[src/rtl/ahb_agen_pkg.sv]
package ahb_agen_pkg;

  typedef enum logic [1:0] {
    TR_IDLE   = 2'b00,
    TR_BUSY   = 2'b01,
    TR_NONSEQ = 2'b10,
    TR_SEQ    = 2'b11
  } htrans_e;

  localparam logic [2:0] BU_SINGLE = 3'd0;
  localparam logic [2:0] BU_INCR   = 3'd1;
  localparam logic [2:0] BU_WRAP4  = 3'd2;
  localparam logic [2:0] BU_INCR4  = 3'd3;
  localparam logic [2:0] BU_WRAP8  = 3'd4;
  localparam logic [2:0] BU_INCR8  = 3'd5;
  localparam logic [2:0] BU_WRAP16 = 3'd6;
  localparam logic [2:0] BU_INCR16 = 3'd7;

  function automatic logic is_wrap(input logic [2:0] b);
    return (b == BU_WRAP4) || (b == BU_WRAP8) || (b == BU_WRAP16);
  endfunction

  // log2 of the beat count of a wrapping burst
  function automatic logic [2:0] wrap_shift(input logic [2:0] b);
    case (b)
      BU_WRAP4: return 3'd2;
      BU_WRAP8: return 3'd3;
      default:  return 3'd4;
    endcase
  endfunction

  function automatic int unsigned burst_beats(input logic [2:0] b, input int unsigned len);
    case (b)
      BU_SINGLE:           return 1;
      BU_INCR:             return (len == 0) ? 1 : len;
      BU_WRAP4, BU_INCR4:  return 4;
      BU_WRAP8, BU_INCR8:  return 8;
      default:             return 16;
    endcase
  endfunction

endpackage

[src/rtl/agen_addr_step.sv]
module agen_addr_step
  import ahb_agen_pkg::*;
#(
  parameter int ADDR_W      = 32,
  parameter int BOUND_BYTES = 1024
) (
  input  logic [ADDR_W-1:0] cur_addr_i,
  input  logic [2:0]        size_i,
  input  logic [2:0]        burst_i,
  output logic [ADDR_W-1:0] nxt_addr_o,
  output logic              at_bound_o
);
  localparam int BOUND_W = $clog2(BOUND_BYTES);

  // next beat address: plain increment, or increment kept inside the wrap window
  function automatic logic [ADDR_W-1:0] step(input logic [ADDR_W-1:0] a,
                                             input logic [2:0] sz,
                                             input logic [2:0] bu);
    logic [ADDR_W-1:0] nb, inc, span, msk;
    nb  = ADDR_W'(1) << sz;
    inc = a + nb;
    if (is_wrap(bu)) begin
      span = nb << wrap_shift(bu);
      msk  = span - ADDR_W'(1);
      return (a & ~msk) | (inc & msk);
    end
    return inc;
  endfunction

  assign nxt_addr_o = step(cur_addr_i, size_i, burst_i);
  assign at_bound_o = (nxt_addr_o[BOUND_W-1:0] == '0);

endmodule

[src/rtl/agen_beat_track.sv]
module agen_beat_track #(
  parameter int CNT_W = 8
) (
  input  logic             clk,
  input  logic             rst_n,
  input  logic             load_i,
  input  logic [CNT_W-1:0] load_cnt_i,
  input  logic             accept_i,
  input  logic             hready_i,
  input  logic             abort_i,
  output logic             last_beat_o,
  output logic             dphase_o,
  output logic             finish_o,
  output logic             done_o
);
  logic [CNT_W-1:0] left_q;
  logic             dphase_q;
  logic             lastdp_q;
  logic             done_q;

  assign last_beat_o = (left_q == CNT_W'(1));
  assign finish_o    = lastdp_q && hready_i && !abort_i;
  assign dphase_o    = dphase_q;
  assign done_o      = done_q;

  always_ff @(posedge clk or negedge rst_n) begin
    if (!rst_n) begin
      left_q   <= '0;
      dphase_q <= 1'b0;
      lastdp_q <= 1'b0;
      done_q   <= 1'b0;
    end else begin
      done_q <= finish_o;
      if (abort_i) begin
        left_q   <= '0;
        dphase_q <= 1'b0;
        lastdp_q <= 1'b0;
      end else begin
        if (load_i)        left_q <= load_cnt_i;
        else if (accept_i) left_q <= left_q - CNT_W'(1);
        if (accept_i) begin
          dphase_q <= 1'b1;
          lastdp_q <= last_beat_o;
        end else if (hready_i) begin
          dphase_q <= 1'b0;
          lastdp_q <= 1'b0;
        end
      end
    end
  end

  // done is a single-cycle pulse
  a_r10_done_one_cycle: assert property (@(posedge clk) disable iff (!rst_n)
    done_q |=> !done_q);

  // a data phase waits while HREADY is low
  a_r6_dphase_wait: assert property (@(posedge clk) disable iff (!rst_n)
    (dphase_q && !hready_i && !abort_i) |=> dphase_q);

endmodule

[src/rtl/ahb_burst_agen.sv]
module ahb_burst_agen
  import ahb_agen_pkg::*;
#(
  parameter int ADDR_W      = 32,
  parameter int DATA_W      = 32,
  parameter int LEN_W       = 8,
  parameter int BOUND_BYTES = 1024
) (
  input  logic              clk,
  input  logic              rst_n,
  input  logic              start_i,
  input  logic [ADDR_W-1:0] start_addr_i,
  input  logic [2:0]        start_size_i,
  input  logic [2:0]        start_burst_i,
  input  logic [LEN_W-1:0]  start_len_i,
  input  logic              start_write_i,
  input  logic              busy_req_i,
  input  logic              hready_i,
  input  logic              hresp_i,
  output logic [ADDR_W-1:0] haddr_o,
  output logic [1:0]        htrans_o,
  output logic [2:0]        hsize_o,
  output logic [2:0]        hburst_o,
  output logic              hwrite_o,
  output logic              active_o,
  output logic              done_o
);
  localparam int         MAX_SIZE = $clog2(DATA_W / 8);
  localparam logic [2:0] MAX_SZ   = 3'(MAX_SIZE);
  localparam int         CNT_W    = (LEN_W > 5) ? LEN_W : 5;
  localparam int         BOUND_W  = $clog2(BOUND_BYTES);

  logic [ADDR_W-1:0] haddr_q;
  htrans_e           htrans_q;
  logic [2:0]        hsize_q;
  logic [2:0]        hburst_q;
  logic              hwrite_q;
  logic              active_q;
  logic              restart_q;

  // named internal events
  logic [ADDR_W-1:0] nxt_addr;
  logic              at_bound;
  logic              beat_live;
  logic              beat_acc;
  logic              err_hit;
  logic              start_ok;
  logic              nonseq_next;
  logic              last_beat;
  logic              dphase;
  logic              finish;
  logic [2:0]        size_clamp;
  logic [CNT_W-1:0]  load_cnt;

  assign beat_live   = (htrans_q == TR_NONSEQ) || (htrans_q == TR_SEQ);
  assign err_hit     = dphase && hresp_i;
  assign beat_acc    = beat_live && hready_i && !err_hit;
  assign start_ok    = start_i && !active_q;
  assign nonseq_next = (hburst_q == BU_INCR) && at_bound;
  assign size_clamp  = (start_size_i > MAX_SZ) ? MAX_SZ : start_size_i;
  assign load_cnt    = CNT_W'(burst_beats(start_burst_i, 32'(start_len_i)));

  agen_addr_step #(
    .ADDR_W      (ADDR_W),
    .BOUND_BYTES (BOUND_BYTES)
  ) u_step (
    .cur_addr_i (haddr_q),
    .size_i     (hsize_q),
    .burst_i    (hburst_q),
    .nxt_addr_o (nxt_addr),
    .at_bound_o (at_bound)
  );

  agen_beat_track #(
    .CNT_W (CNT_W)
  ) u_track (
    .clk         (clk),
    .rst_n       (rst_n),
    .load_i      (start_ok),
    .load_cnt_i  (load_cnt),
    .accept_i    (beat_acc),
    .hready_i    (hready_i),
    .abort_i     (err_hit),
    .last_beat_o (last_beat),
    .dphase_o    (dphase),
    .finish_o    (finish),
    .done_o      (done_o)
  );

  always_ff @(posedge clk or negedge rst_n) begin
    if (!rst_n) begin
      haddr_q   <= '0;
      htrans_q  <= TR_IDLE;
      hsize_q   <= '0;
      hburst_q  <= BU_SINGLE;
      hwrite_q  <= 1'b0;
      active_q  <= 1'b0;
      restart_q <= 1'b0;
    end else if (err_hit) begin
      htrans_q <= TR_IDLE;
      active_q <= 1'b0;
    end else begin
      if (finish) active_q <= 1'b0;
      if (start_ok) begin
        haddr_q   <= start_addr_i;
        hsize_q   <= size_clamp;
        hburst_q  <= start_burst_i;
        hwrite_q  <= start_write_i;
        htrans_q  <= TR_NONSEQ;
        active_q  <= 1'b1;
        restart_q <= 1'b0;
      end else if (hready_i) begin
        case (htrans_q)
          TR_NONSEQ, TR_SEQ: begin
            if (last_beat) begin
              htrans_q <= TR_IDLE;
            end else begin
              haddr_q   <= nxt_addr;
              restart_q <= nonseq_next;
              if (busy_req_i)       htrans_q <= TR_BUSY;
              else if (nonseq_next) htrans_q <= TR_NONSEQ;
              else                  htrans_q <= TR_SEQ;
            end
          end
          TR_BUSY: begin
            if (!busy_req_i) htrans_q <= restart_q ? TR_NONSEQ : TR_SEQ;
          end
          default: ;
        endcase
      end
    end
  end

  assign haddr_o  = haddr_q;
  assign htrans_o = htrans_q;
  assign hsize_o  = hsize_q;
  assign hburst_o = hburst_q;
  assign hwrite_o = hwrite_q;
  assign active_o = active_q;

  // nothing but IDLE while no burst runs
  a_r1_idle_when_off: assert property (@(posedge clk) disable iff (!rst_n)
    !active_q |-> (htrans_q == TR_IDLE));

  // an accepted start shows NONSEQ at the start address
  a_r2_start_nonseq: assert property (@(posedge clk) disable iff (!rst_n)
    (start_i && !active_o) |=> (htrans_o == 2'b10 && haddr_o == $past(start_addr_i)));

  // SEQ never follows IDLE
  a_r3_seq_in_burst: assert property (@(posedge clk) disable iff (!rst_n)
    (htrans_q == TR_SEQ) |-> ($past(htrans_q) != TR_IDLE));

  // size within the bus width and constant through a burst
  a_r5_size_limit: assert property (@(posedge clk) disable iff (!rst_n)
    hsize_o <= MAX_SZ);
  a_r5_size_const: assert property (@(posedge clk) disable iff (!rst_n)
    active_q |=> (!active_q || $stable(hsize_o)));

  // address and control held through a wait state
  a_r6_hold_wait: assert property (@(posedge clk) disable iff (!rst_n)
    (htrans_q != TR_IDLE && !hready_i && !err_hit) |=>
      ($stable(haddr_o) && $stable(htrans_o) && $stable(hburst_o) && $stable(hwrite_o)));

  // an open-ended burst never continues with SEQ onto a 1 KB boundary
  a_r8_incr_bound: assert property (@(posedge clk) disable iff (!rst_n)
    (htrans_q == TR_SEQ && hburst_q == BU_INCR) |-> (haddr_q[BOUND_W-1:0] != '0));

  // error response drops the burst
  a_r9_err_idle: assert property (@(posedge clk) disable iff (!rst_n)
    err_hit |=> (htrans_o == 2'b00 && !active_o && !done_o));

  // done only after the burst has ended
  a_r10_done_inactive: assert property (@(posedge clk) disable iff (!rst_n)
    done_o |-> !active_o);

endmodule

[config.mk]
export PLATFORM = sky130hd
export DESIGN_NAME = ahb_burst_agen
export DESIGN_NICKNAME = d
export VERILOG_FILES = /design/src/rtl/ahb_agen_pkg.sv /design/src/rtl/agen_addr_step.sv /design/src/rtl/agen_beat_track.sv /design/src/rtl/ahb_burst_agen.sv
export SDC_FILE = /design/constraint.sdc
export NUM_CORES = 1
export LEC_CHECK = 0
export BUFFER_PORTS_ARGS = -buffer_cell sky130_fd_sc_hd__buf_2
export CAP_MARGIN = 15
export CORE_MARGIN = 2
export CORE_UTILIZATION = 35
export DETAILED_ROUTE_END_ITERATION = 6
export SYNTH_ARGS = -nofsm -noshare
export SYNTH_HDL_FRONTEND = slang
export SYNTH_SLANG_ARGS = --single-unit
export TNS_END_PERCENT = 10
[constraint.sdc]
create_clock -name clk -period 4.1 [get_ports clk]
set_clock_uncertainty 0.1 [all_clocks]
set_input_delay 0 -clock clk [delete_from_list [all_inputs] [get_ports clk]]
set_output_delay 0 -clock clk [all_outputs]
set_load 0.01 [all_outputs]
==> flow_summary_export.csv, run 1 <==
group,metric,value,unit
drt,first_pass_iters,5,
cts,numCtsBuffers,5,
critical_path,critPathKind,"flip-flop to flip-flop",
die,rows,40,
die,dieHeight,114,µm
drt,first_iter_violations,378,
drt,vias,4676,
logic_synthesis,ys.flop_type,"dfrtp_1",
critical_path,max_stage_delay,720,ps
logic_synthesis,syn-cell-area,4230,µm²
place,place_hpwl,9.87,mm
cts,cts-htree-levels,2,
timing,finalMaxSlewViolations,0,
cts,cts_root_buf,"clkbuf_16",
timing,slew_headroom,35.1,%
global_routing,grt-ovfl-total,0,
cells_and_area,instances_no_fill,832,
drt,wl_per_cell,16.5,µm
cells_and_area,n_antenna_cell,0,
place,port_buffers,95,
cells_and_area,fillerInstances,1193,
run,maxCapViolations,0,
die,start_util,35.5,%
cts,clock-sinks,54,
cts,clkTransAtPathRegs,70,ps
drt,via_per_inst,5.62,
logic_synthesis,synthCells,563,
die,die_area,13000,µm²
global_routing,grt_start_max_net_pins,55,
logic_synthesis,synth_area_leaders,"dfrtp_1, nand2_1, o21ai_0",
global_routing,grt_pass1_wl,22.3,mm
timing,whs,17.8,ps
global_routing,antenna_found_initial,0,
cts,cts_tree,"done",
logic_synthesis,yosysTopAreaCell,"dfrtp_1",
logic_synthesis,synth.avg_cell_area,7.50,µm²
cells_and_area,num-nets-final,746,
critical_path,required,4180,ps
critical_path,crit_slowest_cell,"nor4_2",
die,die_w,114,µm
power_and_ir_drop,power,3.71,mW
cts,cts_buffer_depth,2,
timing,fin_setup_tns,0,ps
logic_synthesis,netlist.area_leader.share,32.0,%
place,dp.cells,778,
critical_path,path_buf_inv,0,
logic_synthesis,synth.net_count,625,
cells_and_area,drive_gt1_share,18.8,%
cells_and_area,area_delta_synth_final,28.9,%
critical_path,worstSetupStartpointType,"flip-flop",
logic_synthesis,synth_seq_area_share,32.0,%
timing,worst_pin_slew,971,ps
timing,fmax,270,MHz
hold_path,min_path_type,"primary input to flip-flop",
critical_path,crit_chain,"nor3_1 -> ha_1 -> ha_1 -> nor2_1 -> o22a_1 -> o211ai_1 -> a211oi_1 -> nor4_2 -> a31oi_1 -> o21ai_0 -> nand3_1",
critical_path,r2r_setup_slack,400,ps
power_and_ir_drop,total_leakage_power,2.39,nW
logic_synthesis,synthArstFlopShare,100,%
place,place.gp.congestion,0.936,
critical_path,crit_arrival,3780,ps
logic_synthesis,ys_types,70,
status,status,"finished clean",
critical_path,critPathTopFamily,"simple AND/OR/NAND/NOR gates",
timing,fin_crit_sh,90.3,%
drt,totalWireLength,13.7,mm
timing,hold_viol_final,0,
timing,rsz0062_at_grt,"false",
logic_synthesis,synth_edf_count,0,
global_routing,grt_pass1_vias,4512,
logic_synthesis,yosysWarnings,0,
drt,ant_nets,0,
power_and_ir_drop,powerDensity,681,nW/µm²
global_routing,grt.total_usage,21.1,%
power_and_ir_drop,peakVddDrop,0.302,mV
critical_path,path_common_cell,"ha_1",
cts,clkLatencyLatePin,300,ps
timing,setup_violations,0,
logic_synthesis,ys_ff_latch,54,
cells_and_area,layout_common_cells,"buf_2, nand2_1, nor2_1",
die,ios,96,
critical_path,critPathCaptureType,"flip-flop",
drt,drc_errors,0,
critical_path,crit_fanout,20,
cells_and_area,final_common_cell,"buf_2",
timing,min_period,3700,ps
die,coreArea,11900,µm²
[worst reg2reg max path: stages (launching register included)]
cell and delay (ps):
dfrtp_1 600, nor3_1 370, ha_1 310, ha_1 270, nor2_1 60, o22a_1 200
o211ai_1 260, a211oi_1 230, nor4_2 720, a31oi_1 160, o21ai_0 200, nand3_1 100
[area by class of cell]
type,count,area (µm²),area share (%)
timing repair buffer,156,1050,19.3
clock buffer,7,143,2.62
inverter,12,45.0,0.827
clock inverter,1,5.00,0.0919
sequential,54,1350,24.8
multi-input combinational,455,2670,49.0
tap,147,184,3.38
[worst paths after layout]
path / depth (start not counted) / end / from
min in group asynchronous: 3 / haddr_o[3] / rst_n
min: 4 / flip-flop / start_addr_i[31]
max reg2reg: 11 / flip-flop / hsize_o[2]
min reg2reg: 2 / hwrite_o / hwrite_o
max in group asynchronous: 3 / hwrite_o / rst_n
max: 11 / flip-flop / hsize_o[2]
[stage by stage]
stage / worst slack (ps) / instance area (µm²) / util [%]
final: 398 / 5450 / 45.7
after global routing: 53.8 / 5450 / 45.7
after CTS: 453 / 5450 / 45.7
after detailed placement: 482 / 4840 / 40.6
after global placement: 685 / 4840 / 40.6
after floorplan: 920 / 4230 / -
[kinds of logic after synthesis]
kind of cell	share of synthesized area, %
simple gates	27.8
compound gates	27.7
flops	32.0
buf+inv	4.97
xor+xnor	3.11
fa+ha+maj	2.90
mux	1.42
other cells	0.0888
[report_power, final]
part	total [mW]	switching (mW)	internal [mW]
registers	1.12	0.355	0.765
logic	2.14	1.28	0.866
clock network	0.444	0.201	0.243
[cells in the mapped netlist (5+ instances only)]
library cell   n
a211oi_1       7
a21oi_1       44
a22oi_1        8
a31oi_1       16
and3_1         5
clkbuf_1      33
dfrtp_1       54
ha_1           9
inv_1         11
mux2i_1        6
nand2_1       73
nand2b_1      10
nand3_1       23
nand4_1        7
nor2_1        63
nor3_1        16
nor4_1         8
o211ai_1       5
o21ai_0       52
o2bb2ai_1      5
xnor2_1        8
xor2_1         7
[per-layer routing]
layer | GRT usage [%] | part of all wire [%] | vias to the layer above
li1 | - | - | 2302
met4 | 7.40 | 2.7 | 0
met1 | 29.1 | 45 | 2179
met2 | 34.5 | 47 | 168
met5 | 0 | 0 | -
met3 | 2.44 | 5.4 | 27
[what timing repair did]
item / 4_1_cts / 5_1_grt
hold buffers: 46 / 0
buffers inserted: 0 / 0
endpoints found under the hold margin: 100 / 0
resized for setup: 0 / 0
Note: power is estimated with default switching activity, not from simulation.
==> run 2: changes to the inputs <==
MAX_ROUTING_LAYER = met4   (was not set)
==> run 2 against run 1 <==
  * Combinational power is essentially flat
  * Maximum frequency up 1.6%
  * Sequential share of layout area shrank 0.068 points
  * Highest routed layer unchanged
  * Die area did not move
  * Global-route usage increased by 0.52 points
==> flow_summary_export.csv, run 2 (synthesis results as in run 1) <==
group,metric,value,unit
critical_path,path_common_cell,"ha_1",
cts,post_cts_buffers,0,
critical_path,worstSetupStartpointType,"flip-flop",
cells_and_area,layout_common_cells,"buf_2, nand2_1, nor2_1",
cts,cts-htree-levels,2,
critical_path,reg2reg_depth,11,
hold_path,min_path_type,"primary input to flip-flop",
critical_path,crit_fanout,20,
run,maxCapViolations,0,
critical_path,critPathKind,"flip-flop to flip-flop",
global_routing,grt_pass1_wl,22.1,mm
critical_path,path_depth,11,
critical_path,required,4180,ps
drt,vias,4687,
timing,min_period,3640,ps
critical_path,critPathCaptureType,"flip-flop",
critical_path,critPathTopFamily,"simple AND/OR/NAND/NOR gates",
die,dieHeight,114,µm
power_and_ir_drop,peakVddDrop,0.304,mV
global_routing,grt_pass1_vias,4443,
cts,cts_buffer_depth,2,
timing,fin_setup_tns,0,ps
place,place_hpwl,9.78,mm
cts,clock-sinks,54,
power_and_ir_drop,total_leakage_power,2.39,nW
critical_path,path_buf_inv,0,
critical_path,crit_arrival,3720,ps
cells_and_area,final_common_cell,"buf_2",
global_routing,grt_start_max_net_pins,55,
critical_path,max_stage_delay,730,ps
drt,drc_errors,0,
cts,clkLatencyLatePin,300,ps
critical_path,startpoint,"hsize_o[1]",
timing,finalMaxSlewViolations,0,
timing,fmax,274,MHz
die,start_util,35.5,%
power_and_ir_drop,powerDensity,688,nW/µm²
critical_path,reg2reg_from,"hsize_o[1]",
timing,fin_crit_sh,88.9,%
global_routing,grt.total_usage,21.6,%
die,coreArea,11900,µm²
drt,via_per_inst,5.63,
die,die_w,114,µm
timing,hold_viol_final,0,
die,ios,96,
cts,numCtsBuffers,5,
timing,worst_pin_slew,943,ps
timing,slew_headroom,37.0,%
cts,cts_tree,"done",
status,status,"finished clean",
cells_and_area,fin_util,45.8,%
drt,ant_nets,0,
cts,cts_root_buf,"clkbuf_16",
timing,whs,10.9,ps
global_routing,antenna_found_initial,0,
cells_and_area,drive_gt1_share,18.7,%
cells_and_area,area_delta_synth_final,29.2,%
global_routing,grt-ovfl-total,0,
drt,wl_per_cell,16.5,µm
die,die_area,13000,µm²
drt,totalWireLength,13.8,mm
cts,clkTransAtPathRegs,80,ps
drt,first_pass_iters,5,
timing,setup_violations,0,
die,rows,40,
cells_and_area,n_antenna_cell,0,
drt,first_iter_violations,357,
place,place.gp.congestion,0.927,
timing,rsz0062_at_grt,"false",
critical_path,crit_chain,"nor3_1 -> ha_1 -> ha_1 -> nor2_1 -> o22a_1 -> o211ai_1 -> a211oi_1 -> nor4_2 -> a21oi_1 -> o21ai_0 -> nand3_1",
cells_and_area,num-nets-final,746,
critical_path,r2r_setup_slack,460,ps
place,port_buffers,95,
critical_path,crit_slowest_cell,"nor4_2",
## run 2: cell types whose count changed in the layout (fill, tap and decap cells not counted)
cell / delta
clkbuf_1: +1
bufinv_16: +1
clkbuf_8: -1
clkinv_2: -1
## run 2: how the worst min path moves through the flow
stage                                 from         to  cells after the start
final                     start_addr_i[31]  flip-flop                      4
after detailed placement             rst_n  async pin                      2
after floorplan                      rst_n  async pin                      0
after global placement               rst_n  async pin                      2
after global routing      start_addr_i[31]  flip-flop                      4
after CTS                 start_addr_i[31]  flip-flop                      4
## run 2: repair_timing
item                                   4_1_cts  5_1_grt
endpoints found under the hold margin      100        0
hold buffers                                46        0
resized for setup                            0        0
setup endpoints to repair                    0        0
## run 2: cell type report
cell class	count	area (µm²)
well taps	147	184
flip-flops and latches	54	1350
clock inverters	1	30.0
multi-input cells	455	2670
fillers	1189	6450
inverters	12	45.0
repair buffers	156	1050
clock buffers	7	133
## run 2: stage by stage
stage / instance area (µm²) / worst slack [ps] / std cells / power [mW]
2_1_floorplan: 4230 / 920 / 563 / 2.49
3_3_place_gp: 4840 / 649 / 778 / 3.17
3_5_place_dp: 4840 / 512 / 778 / 3.21
4_1_cts: 5460 / 485 / 832 / 3.75
5_1_grt: 5460 / 153 / 832 / 4.08
6_report: 5460 / 455 / 832 / 3.76
## run 2: routing by layer
metal,share of wire (%),GRT usage (%)
met5,0,-
met3,3.9,2.39
met1,47,28.4
met2,47,35.4
met4,2.1,6.50
## run 2: power breakdown
| group | leakage (nW) | switching [mW] | internal, mW |
|---|---|---|---|
| logic | 1.64 | 1.28 | 0.866 |
| clock network | 0.0781 | 0.199 | 0.290 |
| registers | 0.672 | 0.354 | 0.765 |
| total | 2.39 | 1.84 | 1.92 |
## run 2: tightest hold or removal path: stages
cell	delay, ps
buf_2	80
nor2_1	30
a31oi_1	130
o22a_1	130
